File: config.mk
export PLATFORM = sky130hd
export DESIGN_NAME = prp_top
export DESIGN_NICKNAME = d
export VERILOG_FILES = /design/src/rtl/prp_pkg.sv /design/src/rtl/prp_phase_check.sv /design/src/rtl/prp_err_report.sv /design/src/rtl/prp_drc_buffer.sv /design/src/rtl/prp_top.sv
export SDC_FILE = /design/constraint.sdc
export NUM_CORES = 1
export LEC_CHECK = 0
export CAP_MARGIN = 40
export CORE_MARGIN = 2
export CORE_UTILIZATION = 55
export CTS_BUF_LIST = sky130_fd_sc_hd__clkbuf_4
export DETAILED_ROUTE_END_ITERATION = 12
export PLACE_DENSITY = 0.78
export SYNTH_ARGS = -nofsm -noshare
export SYNTH_HDL_FRONTEND = slang
export SYNTH_SLANG_ARGS = --single-unit
File: constraint.sdc
create_clock -name clk -period 6.7 [get_ports clk]
set_input_delay 0.67 -clock clk [delete_from_list [all_inputs] [get_ports clk]]
set_output_delay 0.67 -clock clk [all_outputs]
set_load 0.005 [all_outputs]
File: src/rtl/prp_pkg.sv
package prp_pkg;

    localparam int AD_W  = 32;
    localparam int CBE_W = 4;
    localparam int ST_W  = 4;

    // status bit positions
    localparam int ST_DPD  = 0;
    localparam int ST_DPE  = 1;
    localparam int ST_IMPE = 2;
    localparam int ST_IDPE = 3;

    typedef struct packed {
        logic [AD_W-1:0]  ad;
        logic [CBE_W-1:0] cbe;
    } prp_word_t;

    typedef struct packed {
        prp_word_t w;
        logic      par;
    } prp_entry_t;

    // even parity bit over a whole word
    function automatic logic even_par(input prp_word_t w);
        return ^w;
    endfunction

endpackage

File: src/rtl/prp_phase_check.sv
module prp_phase_check
    import prp_pkg::*;
(
    input  logic       clk,
    input  logic       rst,
    input  prp_word_t  word,
    input  logic       par,
    input  logic       dphase,
    output logic       cap_push,
    output prp_entry_t cap_entry,
    output logic       err_q
);
    logic      s1_v;
    prp_word_t s1_w;

    // stage 1: hold the data phase word until its parity arrives
    always_ff @(posedge clk) begin
        if (rst) begin
            s1_v <= 1'b0;
            s1_w <= '0;
        end else begin
            s1_v <= dphase;
            s1_w <= word;
        end
    end

    // stage 2: compare and flag
    always_ff @(posedge clk) begin
        if (rst) err_q <= 1'b0;
        else     err_q <= s1_v && (even_par(s1_w) != par);
    end

    assign cap_push      = s1_v;
    assign cap_entry.w   = s1_w;
    assign cap_entry.par = par;
endmodule

File: src/rtl/prp_err_report.sv
module prp_err_report
    import prp_pkg::*;
(
    input  logic            clk,
    input  logic            rst,
    input  logic            err,
    input  logic            resp_en,
    input  logic            mpe_mask,
    input  logic            dpe_mask,
    input  logic [ST_W-1:0] clr,
    output logic [ST_W-1:0] status,
    output logic            perr_n
);
    logic [ST_W-1:0] set_vec;

    always_comb begin
        set_vec          = '0;
        set_vec[ST_DPD]  = err && resp_en;
        set_vec[ST_DPE]  = err;
        set_vec[ST_IMPE] = err && !mpe_mask;
        set_vec[ST_IDPE] = err && !dpe_mask;
    end

    always_ff @(posedge clk) begin
        if (rst) begin
            status <= '0;
            perr_n <= 1'b1;
        end else begin
            status <= (status & ~clr) | set_vec;
            perr_n <= !(err && resp_en);
        end
    end
endmodule

File: src/rtl/prp_drc_buffer.sv
module prp_drc_buffer
    import prp_pkg::*;
#(
    parameter int DEPTH = 8
) (
    input  logic       clk,
    input  logic       rst,
    input  logic       push,
    input  prp_entry_t entry,
    input  logic       pop,
    input  logic       flush,
    output logic       valid,
    output prp_entry_t head
);
    localparam int PTR_W = (DEPTH > 1) ? $clog2(DEPTH) : 1;
    localparam int CNT_W = $clog2(DEPTH + 1);
    localparam logic [PTR_W-1:0] LAST  = PTR_W'(DEPTH - 1);
    localparam logic [CNT_W-1:0] FULLC = CNT_W'(DEPTH);

    prp_entry_t       mem [DEPTH];
    logic [PTR_W-1:0] wr_ptr, rd_ptr;
    logic [CNT_W-1:0] count;
    logic             do_push, do_pop;

    assign do_push = push && (count != FULLC);
    assign do_pop  = pop && (count != '0);

    always_ff @(posedge clk) begin
        if (rst || flush) begin
            wr_ptr <= '0;
            rd_ptr <= '0;
            count  <= '0;
        end else begin
            if (do_push) wr_ptr <= (wr_ptr == LAST) ? '0 : wr_ptr + 1'b1;
            if (do_pop)  rd_ptr <= (rd_ptr == LAST) ? '0 : rd_ptr + 1'b1;
            count <= count + CNT_W'(do_push) - CNT_W'(do_pop);
        end
    end

    always_ff @(posedge clk) begin
        if (do_push) mem[wr_ptr] <= entry;
    end

    assign valid = (count != '0);
    assign head  = mem[rd_ptr];
endmodule

File: src/rtl/prp_top.sv
module prp_top
    import prp_pkg::*;
#(
    parameter int DRC_DEPTH = 8
) (
    input  logic              clk,
    input  logic              rst,
    input  logic [AD_W-1:0]   p_ad,
    input  logic [CBE_W-1:0]  p_cbe,
    input  logic              p_par,
    input  logic              p_irdy,
    input  logic              p_trdy,
    input  logic              p_tgt_rd,
    input  logic              p_resp_en,
    input  logic              p_mpe_mask,
    input  logic              p_dpe_mask,
    input  logic [ST_W-1:0]   p_clr,
    output logic [ST_W-1:0]   p_status,
    output logic              p_perr_n,
    input  logic [AD_W-1:0]   s_ad,
    input  logic [CBE_W-1:0]  s_cbe,
    input  logic              s_par,
    input  logic              s_irdy,
    input  logic              s_trdy,
    input  logic              s_tgt_rd,
    input  logic              s_resp_en,
    input  logic              s_mpe_mask,
    input  logic              s_dpe_mask,
    input  logic [ST_W-1:0]   s_clr,
    output logic [ST_W-1:0]   s_status,
    output logic              s_perr_n,
    input  logic              up_pop,
    input  logic              up_flush,
    output logic              up_valid,
    output logic [AD_W-1:0]   up_ad,
    output logic [CBE_W-1:0]  up_cbe,
    output logic              up_par,
    input  logic              dn_pop,
    input  logic              dn_flush,
    output logic              dn_valid,
    output logic [AD_W-1:0]   dn_ad,
    output logic [CBE_W-1:0]  dn_cbe,
    output logic              dn_par
);
    localparam int NSIDE = 2; // 0 = primary, 1 = secondary

    prp_word_t       sd_word  [NSIDE];
    logic            sd_par   [NSIDE];
    logic            sd_dph   [NSIDE];
    logic            sd_resp  [NSIDE];
    logic            sd_mmask [NSIDE];
    logic            sd_dmask [NSIDE];
    logic [ST_W-1:0] sd_clr   [NSIDE];
    logic [ST_W-1:0] sd_stat  [NSIDE];
    logic            sd_perr  [NSIDE];
    logic            sd_err   [NSIDE];
    logic            sd_push  [NSIDE];
    prp_entry_t      sd_entry [NSIDE];
    logic            bf_pop   [NSIDE];
    logic            bf_flush [NSIDE];
    logic            bf_valid [NSIDE];
    prp_entry_t      bf_head  [NSIDE];

    assign sd_word[0]  = '{ad: p_ad, cbe: p_cbe};
    assign sd_par[0]   = p_par;
    assign sd_dph[0]   = p_tgt_rd && p_irdy && p_trdy;
    assign sd_resp[0]  = p_resp_en;
    assign sd_mmask[0] = p_mpe_mask;
    assign sd_dmask[0] = p_dpe_mask;
    assign sd_clr[0]   = p_clr;
    assign bf_pop[0]   = up_pop;
    assign bf_flush[0] = up_flush;

    assign sd_word[1]  = '{ad: s_ad, cbe: s_cbe};
    assign sd_par[1]   = s_par;
    assign sd_dph[1]   = s_tgt_rd && s_irdy && s_trdy;
    assign sd_resp[1]  = s_resp_en;
    assign sd_mmask[1] = s_mpe_mask;
    assign sd_dmask[1] = s_dpe_mask;
    assign sd_clr[1]   = s_clr;
    assign bf_pop[1]   = dn_pop;
    assign bf_flush[1] = dn_flush;

    for (genvar g = 0; g < NSIDE; g++) begin : g_side
        prp_phase_check u_check (
            .clk       (clk),
            .rst       (rst),
            .word      (sd_word[g]),
            .par       (sd_par[g]),
            .dphase    (sd_dph[g]),
            .cap_push  (sd_push[g]),
            .cap_entry (sd_entry[g]),
            .err_q     (sd_err[g])
        );

        prp_err_report u_report (
            .clk      (clk),
            .rst      (rst),
            .err      (sd_err[g]),
            .resp_en  (sd_resp[g]),
            .mpe_mask (sd_mmask[g]),
            .dpe_mask (sd_dmask[g]),
            .clr      (sd_clr[g]),
            .status   (sd_stat[g]),
            .perr_n   (sd_perr[g])
        );

        prp_drc_buffer #(.DEPTH(DRC_DEPTH)) u_buf (
            .clk   (clk),
            .rst   (rst),
            .push  (sd_push[g]),
            .entry (sd_entry[g]),
            .pop   (bf_pop[g]),
            .flush (bf_flush[g]),
            .valid (bf_valid[g]),
            .head  (bf_head[g])
        );
    end

    assign p_status = sd_stat[0];
    assign p_perr_n = sd_perr[0];
    assign s_status = sd_stat[1];
    assign s_perr_n = sd_perr[1];

    assign up_valid = bf_valid[0];
    assign up_ad    = bf_head[0].w.ad;
    assign up_cbe   = bf_head[0].w.cbe;
    assign up_par   = bf_head[0].par;
    assign dn_valid = bf_valid[1];
    assign dn_ad    = bf_head[1].w.ad;
    assign dn_cbe   = bf_head[1].w.cbe;
    assign dn_par   = bf_head[1].par;
endmodule

==> summary.md, run 1 <==
| Metric | Value |
|---|---|
| Status | finished clean |
| Critical path cell sequence | buf_16 -> buf_4 -> mux4_2 -> mux2_2 -> clkdlybuf4s50_1 |
| # Post-CTS Setup Buffers | 0 |
| Io pins | around 190 |
| DRT Pass-1 Iters | 4 |
| DRC | 0 |
| Total grt overflow | 0 |
| Routability cong. | approximately 0.7 |
| Die Ht | 223.7 µm |
| CTS H-tree depth | 4 |
| CTS Hold Bufs | 0 |
| Commonest non-fill, non-tap cells in the layout | edfxtp_1 (592), clkbuf_4 (255), clkdlybuf4s50_1 (184) |
| Hold path endpoint | g_side[0].u_check.cap_entry[24] |
| Syn avg cell area | around 21 µm² |
| Initial antenna violation count | 3 |
| CP top delay family | buffers and inverters |
| Max-slew violations | 0 |
| Commonest non-fill, non-tap cell in the layout | edfxtp_1 |
| Layout cells sized above 1 | 30.73% |
| CTS root buf | clkbuf_4 |
| Crit path launch type | flip-flop |
| Total die area | roughly 0.05 mm² |
| Drt wl/cell | ~22 µm |
| Worst Path Arrival | about 3.8 ns |
| Yosys warning count | 0 |
| Initial DRC Count | 940 |
| Fin. Hold Viols | 0 |
| Flops & latches, synth | 704 |
| Clk slew on worst S/H paths | 0.07 ns |
| Count of mapped cells out of synthesis | approximately 1300 |
| Layout Nets | approximately 1700 |
| Bufs and invs on worst path | 3 |
| Syn nets | ~1400 |
| Row cnt | 80 |
| Seq/Total Area, Yosys | between 70% and 80% |
| CTS tree | done |
| Gr usage total | a little over a fifth |
| Post-synth EDFFs | a little under 600 |
| Vias | between 10000 and 15000 |
| Largest net degree at the start of global routing | 48 |
| First-pass GRT wire length | between 70 and 80 mm |
| Min-Delay Startpoint | rst |
| Layout Cells excl Fill | between 2000 and 2500 |
| ANT nets after route | 0 |
| Die X | 223.7 µm |
| Pin slew with the least headroom to its limit | 0.7035 ns |
| Hold depth | 2 |
| # port buffers | 185 |
| Post-synth cell types | 29 |
| Total Power | 9.278 mW |
| Fill count | between 3000 and 4000 |
| Critical R2R Launch | g_side[0].u_buf.count[2] |
| Post-synth ARST share | 0% |
| Clock Latency Late Sink | approximately 1.0 ns |
| Post-Route WL | 51.99 mm |
| Worst path required time | around 6 ns |
| Crit. End Element | primary output |
| Reg2Reg Depth | 8 |
| Max frequency | between 200 and 250 MHz |
| CTS sink count | 704 |
| Register area | around 0.02 mm² |
| CORE AREA | ~0.048 mm² |
| Maximum net fanout on the critical path | 31 |
| Peak per-stage delay on the critical path | about 0.59 ns |
| RSZ-0062 raised after global routing | false |
| Final setup violation count | 0 |
| Placed insts | just over 2000 |
| Top_reg_cell synth | edfxtp_1 |
| Max Cap Viol | 0 |
| Routed vias/inst | approximately 5.6 |
| Setup_tns | 0 ns |
| Hpwl dp | just under 30 mm |
| Min Tclk post-route | around 4.5 ns |
| Max rail drop VDD | 0.2196 mV |
| Starting Density | a little under three fifths |
| Synthesis-to-layout area growth | 18.88% |
| Cts repair resizes | 0 |
| Number of global-route vias before repair | 14150 |
| Clock skew | approximately 0.075 ns |
| CP max-delay cell | mux4_2 |
| Clock Path Buffers | 3 |
| Max transition margin | 53.10% |
| Number of CTS-inserted buffers | between 150 and 200 |
| Pwr per Cell Area | around 290 mW/mm² |
| Worst hold-check path type | in2reg |
| Mapped Area | between 0.02 and 0.03 mm² |
| Static leakage | ~10 nW |
| RR Endpoint | g_side[0].u_buf.mem[3][21] |
| FF-to-FF setup slack | 4.09 ns |
| Final worst-path cycle share | 66.80% |
| Crit Path Category | reg2out |
| Area of the multi-input gates | about 0.0063 mm² |
==> metal layers <==
layer | track usage (%) | vias up | routed length [µm] | share of wire [%]
li1 | - | 5881 | - | -
met1 | 26.93 | 6801 | 20960 | 40
met2 | 35.73 | 492 | 26240 | 50
met3 | 6.558 | 78 | 3706 | 7.1
met4 | 8.796 | 2 | 1068 | 2.1
met5 | 0 | - | 15 | 0.029
==> sequential cells by signal, summed over array words and instances (netlist names), named ones only <==
name / flops
g_side.u_buf.count: 8
g_side.u_report.status: 8
g_side.u_report.perr_n: 2
g_side.u_buf.mem: 592
g_side.u_buf.rd_ptr: 6
g_side.u_check.cap_push: 2
g_side.u_check.err_q: 2
g_side.u_buf.wr_ptr: 6
g_side.u_check.cap_entry: 72
==> worst max path at each step <==
stage / start / end / slack, ns / cells past startpoint
CTS: flip-flop / up_cbe[0] / 2.02 / 5
global route: flip-flop / up_cbe[0] / 1.95 / 5
floorplan: g_side[0].u_buf.count[2] / g_side[0].u_buf.mem[0][0] / 1.90 / 5
finish: flip-flop / up_cbe[0] / 2.22 / 5
global placement: flip-flop / up_ad[15] / 3.00 / 4
detailed placement: flip-flop / up_cbe[0] / 3.17 / 5
==> cell families after synthesis <==
kind of cell	synth area share [%]
fa+ha+maj	1.046
buf+inv	1.188
simple gates	3.431
flops	75.41
compound gates	0.5655
xor+xnor	2.592
mux	15.77
==> where the power goes <==
part           internal, mW  switching [mW]  total, mW  leakage (nW)
Sequential             4.80          0.0885       4.89          6.33
Combinational         0.526           0.355      0.881          2.72
Clock                  1.87            1.64       3.51          1.33
==> per-stage QoR <==
step | setup slack (ns) | utilization (%) | cell area (µm²) | hold slack (ns)
floorplan | 1.899 | - | 26550 | 0.4310
global placement | 3.004 | 61.31 | 29210 | 0.4326
detailed placement | 3.167 | 61.48 | 29290 | 0.4447
CTS | 2.020 | 66.22 | 31550 | 0.05816
global route | 1.949 | 66.24 | 31560 | 0.1184
finish | 2.224 | 66.24 | 31560 | 0.1574
==> cell usage after synthesis (7+ instances only) <==
cell	n	share of area, %
nor2_1	20	0.28
nor2b_1	74	1.7
buf_1	9	0.13
xnor2_1	51	1.7
ha_1	19	0.90
a21oi_1	26	0.49
mux2_2	74	3.1
buf_4	12	0.34
nand2_1	32	0.45
xor2_1	7	0.23
nor3_1	8	0.15
mux4_2	148	13
nand2b_1	14	0.33
edfxtp_1	592	67
clkbuf_1	24	0.34
dfxtp_1	112	8.4
inv_1	19	0.27
xnor3_1	8	0.68
==> final cells by class <==
cell class / instances / share of cell area (%)
antenna: 4 / 0.03171
tap: 615 / 2.438
sequential: 704 / 63.47
clock buffer: 255 / 6.065
inverter: 19 / 0.2260
clock inverter: 66 / 1.094
timing repair buffer: 213 / 6.680
multi-input combinational: 507 / 20.00
Power figures use the tool's default switching activity.
==> run 2: changes to the inputs <==
==> constraint.sdc (replaced) <==
create_clock -name clk -period 4.6 [get_ports clk]
set_input_delay 0.46 -clock clk [delete_from_list [all_inputs] [get_ports clk]]
set_output_delay 0.46 -clock clk [all_outputs]
set_load 0.005 [all_outputs]
==> run 2 against run 1 <==
  * Flip-flop and latch count stayed put
  * Worst setup slack got worse by 1.7 ns
  * Clock power up 52%
  * Utilization increased by 2.0 points
  * Count of clock-buffer cells in the layout rose by 3
  * Via count is 2.8% higher
  * Final area increased by 3.1%
==> summary.md, run 2 (synthesis gave the netlist of run 1 again) <==
| Metric | Value |
|---|---|
| DRT Pass-1 Iters | 4 |
| Row cnt | 80 |
| Fin. Hold Viols | 0 |
| Clk slew on worst S/H paths | about 0.070 ns |
| Final Cell Area | 0.03254 mm² |
| Max FFs per register | 592 |
| Max frequency | between 200 and 250 MHz |
| Pre-CTS setup slack | roughly 1.5 ns |
| Clock Path Buffers | 3 |
| Clock skew | around 0.050 ns |
| Initial DRC Count | ~950 |
| Status | finished clean |
| Fill count | about 3000 |
| FF-to-FF setup slack | 1.73 ns |
| Drt wl/cell | about 22 µm |
| Die X | 223.7 µm |
| Layout Nets | roughly 1800 |
| Setup WS post-layout | between 0.5 and 0.6 ns |
| Final worst-path cycle share | between 80% and 90% |
| First-pass GRT wire length | 82.00 mm |
| Crit Path Category | reg2out |
| Total grt overflow | 0 |
| ANT nets after route | 0 |
| Total die area | 0.05004 mm² |
| CTS H-tree depth | 4 |
| Vias | between 10000 and 15000 |
| Commonest non-fill, non-tap cells in the layout | edfxtp_1 (592), clkbuf_4 (258), clkdlybuf4s50_1 (184) |
| Max Cap Viol | 0 |
| Synthesis-to-layout area growth | 22.56% |
| Gr usage total | approximately 22% |
| # Post-CTS Setup Buffers | 0 |
| Area of the multi-input gates | 0.006329 mm² |
| Final design utilization | between 60% and 70% |
| CORE AREA | between 0.04 and 0.05 mm² |
| Starting Density | 55.72% |
| Clock Latency Late Sink | 1.00 ns |
| Layout cells sized above 1 | 30.28% |
| Worst path required time | a little over 4 ns |
| Static leakage | approximately 11 nW |
| Max rail drop VDD | between 0.3 and 0.4 mV |
| CTS root buf | clkbuf_4 |
| Routability cong. | 0.7284 |
| Maximum net fanout on the critical path | 40 |
| RSZ-0062 raised after global routing | false |
| Die Ht | around 220 µm |
| Cts repair resizes | 0 |
| Register area | 0.02003 mm² |
| Post-Route WL | 54.11 mm |
| DRC | 0 |
| Final setup violation count | 0 |
| Largest net degree at the start of global routing | between 50 and 60 |
| Pin slew with the least headroom to its limit | ~0.80 ns |
| Hold_ws | 0.1369 ns |
| Number of global-route vias before repair | roughly 14000 |
| Largest Register | g_side.u_buf.mem |
| Number of CTS-inserted buffers | 170 |
| Placed inst area | 0.02938 mm² |
| Worst Path Arrival | 3.57 ns |
| Max transition margin | a little under half |
| Worst hold-check path type | in2reg |
| Crit. End Element | primary output |
| CTS sink count | between 700 and 800 |
| Routed vias/inst | ~5.5 |
| Commonest non-fill, non-tap cell in the layout | edfxtp_1 |
| Min Tclk post-route | 4.030 ns |
| Hpwl dp | about 30 mm |
| Setup_tns | 0 ns |
| # port buffers | 185 |
| Pwr per Cell Area | 424.4 mW/mm² |
| CTS tree | done |
| Crit path launch type | flip-flop |
| Initial antenna violation count | 3 |
| Max-slew violations | 0 |
| Io pins | 186 |
-- run 2: final timing paths --
check	startpoint	endpoint	depth (start not counted)
worst max-delay path	flip-flop	dn_ad[8]	4
worst min-delay path	p_ad[23]	g_side[0].u_check.cap_entry[28]	2
worst max register to register	g_side[0].u_buf.count[2]	g_side[0].u_buf.mem[7][14]	8
worst min register to register	g_side[0].u_report.status[0]	g_side[0].u_report.status[0]	2
-- run 2: per-layer routing --
layer | vias up | global-route usage, % | share of wire, %
li1 | 6042 | - | -
met1 | 7019 | 28.02 | 40
met2 | 463 | 37.42 | 52
met3 | 97 | 5.745 | 6.0
met4 | 2 | 8.968 | 2.2
met5 | - | 0 | 0.031
-- run 2: final cells by class --
type / instances / share of cell area, %
clock buffer: 258 / 5.953
timing repair buffer: 298 / 9.172
multi-input combinational: 507 / 19.45
inverter: 19 / 0.2192
tap: 615 / 2.365
sequential: 704 / 61.57
antenna: 3 / 0.02307
clock inverter: 60 / 1.250
-- run 2: where the power goes --
group	switching [mW]	leakage, nW	internal, mW
clock	2.43	1.39	2.91
combinational	0.519	3.11	0.810
sequential	0.142	6.33	6.99
-- run 2: repair_timing --
action / 4_1_cts / 5_1_grt
hold buffers: 80 / 0
endpoints found under the setup margin: 0 / 0
endpoints found under the hold margin: 77 / 0
-- run 2: per-stage QoR --
stage | total power [mW] | cells
final | 13.81 | 2464
after detailed placement | 8.566 | 2063
after global routing | 14.40 | 2463
after floorplan | 8.068 | 1281
after global placement | 8.539 | 2058
after CTS | 13.98 | 2461
-- run 2: critical path: stages (launching register included) --
cell and delay [ns]:
dfxtp_4 0.86, buf_4 0.42, mux4_2 0.55, mux2_2 0.27, clkdlybuf4s50_1 0.47
==> run 3: changes to the inputs <==
--- a/config.mk
+++ b/config.mk
@@ -7,10 +7,10 @@
 export LEC_CHECK = 0
 export CAP_MARGIN = 40
 export CORE_MARGIN = 2
-export CORE_UTILIZATION = 55
+export CORE_UTILIZATION = 50
 export CTS_BUF_LIST = sky130_fd_sc_hd__clkbuf_4
 export DETAILED_ROUTE_END_ITERATION = 12
-export PLACE_DENSITY = 0.78
+export PLACE_DENSITY = 0.72
 export SYNTH_ARGS = -nofsm -noshare
 export SYNTH_HDL_FRONTEND = slang
 export SYNTH_SLANG_ARGS = --single-unit
==> run 3 against run 2 <==
  * Sequential share of layout area hardly changed
  * Hold slack got worse by 0.032 ns
  * Final area is essentially flat
  * Maximum frequency up 1.4%
  * First-iteration DRC count decreased by 12%
  * Non-clock buffer count is 10 lower
  * Critical path depth unchanged
  * Final cell count increased by 2.6%
  * Clock power hardly changed
  * Critical path type unchanged
==> summary.md, run 3 (synthesis gave the netlist of run 1 again) <==
| Metric | Value |
|---|---|
| Status | finished clean |
| Crit Path Category | reg2out |
| Number of CTS-inserted buffers | about 170 |
| Pwr per Cell Area | about 420 mW/mm² |
| Clock Latency Late Sink | just under 1 ns |
| Worst path required time | 4.14 ns |
| CTS tree | done |
| Max frequency | between 200 and 300 MHz |
| Commonest non-fill, non-tap cells in the layout | edfxtp_1 (592), clkbuf_4 (290), clkdlybuf4s50_1 (184) |
| Routed vias/inst | ~5.3 |
| Commonest non-fill, non-tap cell in the layout | edfxtp_1 |
| Layout Nets | approximately 1800 |
| Min Tclk post-route | 3.974 ns |
| Clock Path Buffers | 3 |
| Setup_tns | 0 ns |
| Final setup violation count | 0 |
| Routability cong. | about 0.72 |
| Area of the multi-input gates | 0.006329 mm² |
| Total Power | between 10 and 15 mW |
| # port buffers | 185 |
| Fin. Hold Viols | 0 |
| Synthesis-to-layout area growth | 22.62% |
| Die X | 234.4 µm |
| Max Cap Viol | 0 |
| Worst Path Arrival | between 3 and 4 ns |
| CTS H-tree depth | 4 |
| CTS sink count | about 700 |
| Io pins | 186 |
| Initial DRC Count | roughly 840 |
| Clock skew | ~0.048 ns |
| CORE AREA | ~0.053 mm² |
| Die Ht | between 200 and 250 µm |
| Max rail drop VDD | between 0.2 and 0.3 mV |
| Worst hold-check path type | in2reg |
| Starting Density | 50.52% |
| Crit. End Element | primary output |
| Largest Register | g_side.u_buf.mem |
| Crit path launch type | flip-flop |
| Number of global-route vias before repair | 14270 |
| CTS root buf | clkbuf_4 |
| Layout Cells excl Fill | between 2000 and 3000 |
| Max-slew violations | 0 |
| Gr usage total | 20.32% |
| Clk slew on worst S/H paths | ~0.060 ns |
| Row cnt | between 80 and 90 |
| Fill count | 3785 |
| DRT Pass-1 Iters | 5 |
| Largest net degree at the start of global routing | 75 |
| Max transition margin | a little over two fifths |
| ANT nets after route | 0 |
| DRC | 0 |
| Max FFs per register | a little under 600 |
| Post-Route WL | 54.24 mm |
| Final worst-path cycle share | between 80% and 90% |
| Total grt overflow | 0 |
| Vias | roughly 13000 |
| Pin slew with the least headroom to its limit | ~0.84 ns |
| Total die area | 0.05496 mm² |
| Static leakage | 10.83 nW |
| First-pass GRT wire length | roughly 81 mm |
| Maximum net fanout on the critical path | 31 |
| Initial antenna violation count | 4 |
| Hpwl dp | about 30 mm |
| Register area | 0.02003 mm² |
| Layout cells sized above 1 | about a third |
| Placed insts | about 2100 |
| Drt wl/cell | around 21 µm |
| RSZ-0062 raised after global routing | false |
| # Post-CTS Setup Buffers | 0 |
## run 3: cell count changes in the layout (fill, tap and decap cells not counted)
cell	before	now
buf_4	27	23
buf_6	1	0
bufinv_16	6	2
clkbuf_4	258	290
clkinv_1	39	16
clkinv_2	9	3
clkinv_4	1	0
clkinvlp_4	2	3
diode_2	3	1
dlygate4sd3_1	80	75
inv_2	3	8
## run 3: final timing paths
path              slack (ns)                    startpoint  depth (start not counted)                         endpoint
setup / recovery        0.63                     flip-flop                          4                        dn_ad[14]
hold / removal          0.10                      p_ad[31]                          2  g_side[0].u_check.cap_entry[36]
setup reg to reg        1.71      g_side[0].u_buf.count[2]                          8       g_side[0].u_buf.mem[3][11]
hold reg to reg         0.46  g_side[1].u_report.status[0]                          2     g_side[1].u_report.status[0]
## run 3: critical path: stages, from the launching register on
cell             delay (ns)
dfxtp_4                0.78
buf_4                  0.41
mux4_2                 0.53
mux2_2                 0.28
clkdlybuf4s50_1        0.53
## run 3: area by class of cell
type                            instances  share of cell area, %
Antenna cell                            1               0.007687
Clock buffer                          290                  6.688
Clock inverter                         32                 0.5765
Inverter                               19                 0.2191
Multi-Input combinational cell        507                  19.44
Sequential cell                       704                  61.54
Tap cell                              688                  2.644
Timing Repair Buffer                  288                  8.886
## run 3: stage by stage
step | setup slack, ns | area, µm² | hold slack [ns] | util [%]
after floorplan | 0.6082 | 26560 | 0.4310 | -
after global placement | 1.542 | 29390 | 0.4337 | 55.92
after detailed placement | 1.566 | 29430 | 0.4541 | 56.01
after CTS | 0.4312 | 32550 | 0.004909 | 61.94
after global routing | 0.3536 | 32550 | 0.04912 | 61.95
final | 0.6257 | 32550 | 0.1046 | 61.95
## run 3: timing repair
item,4_1_cts,5_1_grt
endpoints found under the hold margin,66,0
hold buffers,75,0
resized for setup,0,0
## run 3: routing by layer
layer / GRT usage [%] / share of wire [%] / vias up / wire (µm)
li1: - / - / 6042 / -
met1: 24.65 / 40 / 6853 / 21460
met2: 34.68 / 52 / 415 / 28100
met3: 5.826 / 6.8 / 89 / 3673
met4: 7.763 / 1.8 / 6 / 966
met5: 0 / 0.063 / - / 34
## run 3: power by group
part           internal, mW  switching, mW
registers              6.99          0.155
clock network          2.95           2.39
logic                 0.808          0.506
total                  10.7           3.05
